## src/rtl/por_cfg_seq.sv

```systemverilog
module por_cfg_seq #(
  parameter int PWRT_TICKS = 72,
  parameter int OST_CYCLES = 1024
) (
  input  logic        clk_i,
  input  logic        por_i,
  input  logic        mclr_n_i,
  input  logic        tick_i,
  input  logic [13:0] cfg_i,
  output logic        core_rst_o,
  output logic        wdt_en_o,
  output logic [2:0]  osc_xtal_o,
  output logic        osc_int_rc_o,
  output logic        osc_ext_rc_o,
  output logic        clkout_en_o,
  output logic        osc_err_o,
  output logic [1:0]  prot_o,
  output logic        cp_mismatch_o
);
  localparam int MAXC = (PWRT_TICKS > OST_CYCLES) ? PWRT_TICKS : OST_CYCLES;
  localparam int CW = $clog2(MAXC + 1);
  localparam logic [CW-1:0] PWRT_LAST = CW'(PWRT_TICKS - 1);
  localparam logic [CW-1:0] OST_LAST = CW'(OST_CYCLES - 1);

  typedef enum logic [2:0] {S_POR, S_PWRT, S_OST, S_MCLR, S_RUN} st_t;
  st_t st;
  logic [CW-1:0] cnt;

  wire [2:0] fosc = cfg_i[2:0];
  wire pwrt_on = ~cfg_i[4];
  wire mclr_on = cfg_i[7];
  wire xtal = ~fosc[2] & ~(fosc[1] & fosc[0]);
  wire mclr_hit = mclr_on & ~mclr_n_i;
  wire st_t after_pwrt = xtal ? S_OST : S_RUN;

  always_ff @(posedge clk_i) begin
    if (por_i) begin
      st <= S_POR;
      cnt <= '0;
    end else if (mclr_hit) begin
      st <= S_MCLR;
      cnt <= '0;
    end else begin
      case (st)
        S_POR: begin
          st <= pwrt_on ? S_PWRT : after_pwrt;
          cnt <= '0;
        end
        S_PWRT: if (tick_i) begin
          if (cnt == PWRT_LAST) begin
            st <= after_pwrt;
            cnt <= '0;
          end else cnt <= cnt + 1'b1;
        end
        S_OST: begin
          if (cnt == OST_LAST) begin
            st <= S_RUN;
            cnt <= '0;
          end else cnt <= cnt + 1'b1;
        end
        S_MCLR: begin
          st <= after_pwrt;
          cnt <= '0;
        end
        default: st <= S_RUN;
      endcase
    end
  end

  assign core_rst_o = (st != S_RUN);
  assign wdt_en_o = cfg_i[3];

  assign osc_xtal_o[0] = (fosc == 3'b000);
  assign osc_xtal_o[1] = (fosc == 3'b001);
  assign osc_xtal_o[2] = (fosc == 3'b010);
  assign osc_err_o = (fosc == 3'b011);
  assign osc_int_rc_o = (fosc[2:1] == 2'b10);
  assign osc_ext_rc_o = (fosc[2:1] == 2'b11);
  assign clkout_en_o = fosc[2] & fosc[0];

  wire [1:0] pa = cfg_i[13:12];
  wire [1:0] pb = cfg_i[11:10];
  wire [1:0] pc = cfg_i[9:8];
  wire [1:0] pd = cfg_i[6:5];
  wire pairs_eq = (pa == pb) && (pb == pc) && (pc == pd);
  assign cp_mismatch_o = ~pairs_eq;
  assign prot_o = pairs_eq ? ~pd : 2'b00;

  AST_POR_HOLD: assert property (@(posedge clk_i) disable iff (por_i)
    $fell(por_i) |-> core_rst_o);
  AST_PWRT_FROM_POR: assert property (@(posedge clk_i) disable iff (por_i)
    (st == S_PWRT) |-> ($past(st) == S_POR || $past(st) == S_PWRT));
  AST_PWRT_ONLY_IF_ON: assert property (@(posedge clk_i) disable iff (por_i)
    ($past(st) == S_POR && st == S_PWRT) |-> $past(pwrt_on));
  AST_OST_XTAL_ONLY: assert property (@(posedge clk_i) disable iff (por_i)
    ($past(st) != S_OST && st == S_OST) |-> $past(xtal));
  AST_MCLR_RESETS: assert property (@(posedge clk_i) disable iff (por_i)
    mclr_hit |=> core_rst_o);
  AST_MCLR_IGNORED: assert property (@(posedge clk_i) disable iff (por_i)
    (!core_rst_o && !mclr_on) |=> !core_rst_o);
  AST_OSC_ONEHOT: assert property (@(posedge clk_i)
    $onehot({osc_xtal_o, osc_int_rc_o, osc_ext_rc_o, osc_err_o}));
endmodule

```

## config.mk

```make
export PLATFORM = sky130hd
export DESIGN_NAME = por_cfg_seq
export DESIGN_NICKNAME = d
export VERILOG_FILES = /design/src/rtl/por_cfg_seq.sv
export SDC_FILE = /design/constraint.sdc
export NUM_CORES = 1
export LEC_CHECK = 0
export CAP_MARGIN = 40
export CORE_MARGIN = 2
export CORE_UTILIZATION = 60
export CTS_CLUSTER_DIAMETER = 50
export DETAILED_ROUTE_END_ITERATION = 10
export DONT_BUFFER_PORTS = 1
export GPL_TIMING_DRIVEN = 0
export PLACE_DENSITY = 0.86
export SLEW_MARGIN = 30
export SYNTH_ARGS = -nofsm -noshare
export SYNTH_HDL_FRONTEND = slang
export SYNTH_SLANG_ARGS = --single-unit
```

## constraint.sdc

```tcl
create_clock -name clk_i -period 5.2 [get_ports clk_i]
set_clock_uncertainty 0.1 [all_clocks]
set_input_delay 1.04 -clock clk_i [delete_from_list [all_inputs] [get_ports clk_i]]
set_output_delay 1.04 -clock clk_i [all_outputs]
set_load 0.005 [all_outputs]
```

==> out/summary.txt <==
top cells by count, synth: dfxtp_1 (14), nor2_1 (13), nor4_1 (10)
WL/cell: 15.3 um
EDFF count, synth: 0
met2 GRT Util: 0.413
Die Height: 42.1 um
most common cell in the netlist: dfxtp_1
Seq/Total Area, Yosys: 0.322
# resized after CTS: 0
CP required: 4060 ps
critical path peak fanout: 3
worst skew pair latency: 290 ps
# rows: 13
Reg clk slew, reported paths: 80 ps
combinational share of power: 0.178
largest family of logic cells by synthesized area: simple AND/OR/NAND/NOR gates
CTS max path bufs: 2
RSZ-0062 raised after global routing: false
met3 Track Usage GR: 0.0862
WL final: 1860 um
Worst slew margin: 0.587
post-synthesis mux area share: 0
DRC viols: 0
Core Footprint: 1330 um^2
Hold WC Path Type: reg2reg
via count: 797
TritonCTS clock tree: done
pwr/cell area: 259 nW/um^2
first-pass GRT wire length: 3110 um
Max Slew Vio Count: 0
simple-gate share of the synthesized area: 0.399
gr busiest metal: met2
Final ANT Viol Nets: 0
syn avg cell area: 8.45 um^2
Final nets: 127
Flop pwr share: 0.490
outcome: complete, no violations
max-cap violation count: 0
CTS Root Cell: clkbuf_4
Final Wtd Congestion: 0.799
Final Power: 0.000240 W
CTS H-tree depth: 1
Fin Setup TNS: 0 ps
Crit Path Category: in2out
CP endpoint kind: output port
Initial Utilization: 0.653
die area: 1770 um^2
iteration-0 DRC count of the detailed router: 22
Ant. Diodes: 0
leading area contributor after synthesis: dfxtp_1
fraction of registers with async set or reset after synthesis: 0
largest net degree at the start of global routing: 11
Max VDD drop: 179 uV
Final Critical Period: 2760 ps
Worst EP arrival: 1620 ps
Net Sw Frac: 0.286
total track usage: 0.227
fmax: 362 MHz
number of port buffers: 0
Num CTS Buffers: 3
Cell Area, Synth: 871 um^2
HPWL after DPL: 1440 um
Clk pwr share: 0.333
1st-pass router iterations: 4
initial antenna violation count: 0
layout cells sized above 1: 0.103
CP Launch Type: input pin
Yosys top cell area share: 0.322
Post-Synth XOR/XNOR Area: 0.0805
Compound-Gate Fraction of Synth Area: 0.158
actual slew at the worst max-slew pin: 617 ps
Yosys warnings: 0
largest cells by area after synthesis: dfxtp_1 (32%), xnor2_1 (8.0%), nor4_1 (7.2%)
met1 Use GR: 0.256
post-CTS setup buffers: 0
Synthesized Nets: 122
Final period util: 0.531
area grow syn2layout: 6.32%
Internal Dissipation: 0.000171 W
number of synthesized register bits: 14
Synth Area in Adders: 0.0144
Lkg Pwr: 0.273 nW
# setup viols final: 0
grt ovf: 0
Hold Buf Count CTS: 0
Gate Count Post-Synth: 103
ys flop type: dfxtp_1
Final Hold Fails: 0
post-synth cell types: 34
Vias/cell: 6.53
P_sw: 0.0000687 W
die width: 42.1 um
vias in the first global route: 742
clock sink count: 14
io pins: 30
through the flow:
stage               cells  cell area (um^2)  hold WS (ps)   util  setup slack (ps)
floorplan             103               871           363      -              2500
global placement      118               890           373  0.667              2450
detailed placement    118               890           389  0.667              2450
CTS                   122               926           402  0.694              2450
global route          122               926           427  0.694              2330
finish                122               926           399  0.694              2440
cell usage in the layout, fill, tap and decap left out, types with 2 or more instances in the layout:
cell	netlist	routed
xnor2_1	8	8
nor3b_1	5	5
nand3b_1	3	3
nand4_1	2	2
o21ai_0	3	3
clkbuf_4	0	3
inv_1	3	3
a211oi_1	2	2
nor3_1	3	3
o22ai_1	3	3
and2_1	3	3
nor2b_1	2	2
nor4_1	10	10
dfxtp_1	14	14
or3_1	2	2
and3b_1	2	2
nand3_1	3	3
nand2_1	5	5
nor2_1	13	13
and4_1	2	2
final cells by class:
type,instances,area (um^2)
Tap cell,15,18.8
Multi-Input combinational cell,84,568
Inverter,3,11.3
Clock buffer,4,36.3
Sequential cell,14,280
Fill cell,111,408
Buffer,2,11.3
flip-flops by register name, indices dropped and copies added (netlist names):
register / flops
cnt: 11
st: 3
cells by family after synthesis:
kind of cell,after synthesis
AO/OA/AOI/OAI,16
XOR/XNOR,8
adder cells (fa/ha/maj),1
buffers and inverters,5
flip-flops,14
AND/OR/NAND/NOR,59
critical path: stages:
cell     delay [ps]
nor4_1          270
o22ai_1         170
nor2_1          140
layer usage:
layer	up-vias	share of wire
met4	0	0.0059
met2	29	0.51
li1	395	-
met1	371	0.42
met5	-	0
met3	2	0.066
final timing paths:
check | slack (ps) | start | cells past startpoint | to
setup / recovery | 2440 | cfg_i[12] | 3 | prot_o[0]
hold / removal | 400 | cnt[1]$_SDFFE_PP0P_ | 2 | cnt[1]$_SDFFE_PP0P_
hold reg to reg | 400 | cnt[1]$_SDFFE_PP0P_ | 2 | cnt[1]$_SDFFE_PP0P_
setup reg to reg | 3350 | cnt[0]$_SDFFE_PP0P_ | 5 | cnt[2]$_SDFFE_PP0P_
power by group through the flow:
stage	logic [W]	clock network (W)	registers, W
global route	0.0000475	0.0000850	0.000119
floorplan	0.0000354	0	0.000119
global placement	0.0000409	0	0.000120
CTS	0.0000426	0.0000817	0.000117
finish	0.0000427	0.0000799	0.000118
detailed placement	0.0000424	0	0.000120
Note: power is estimated with default switching activity, not from simulation.
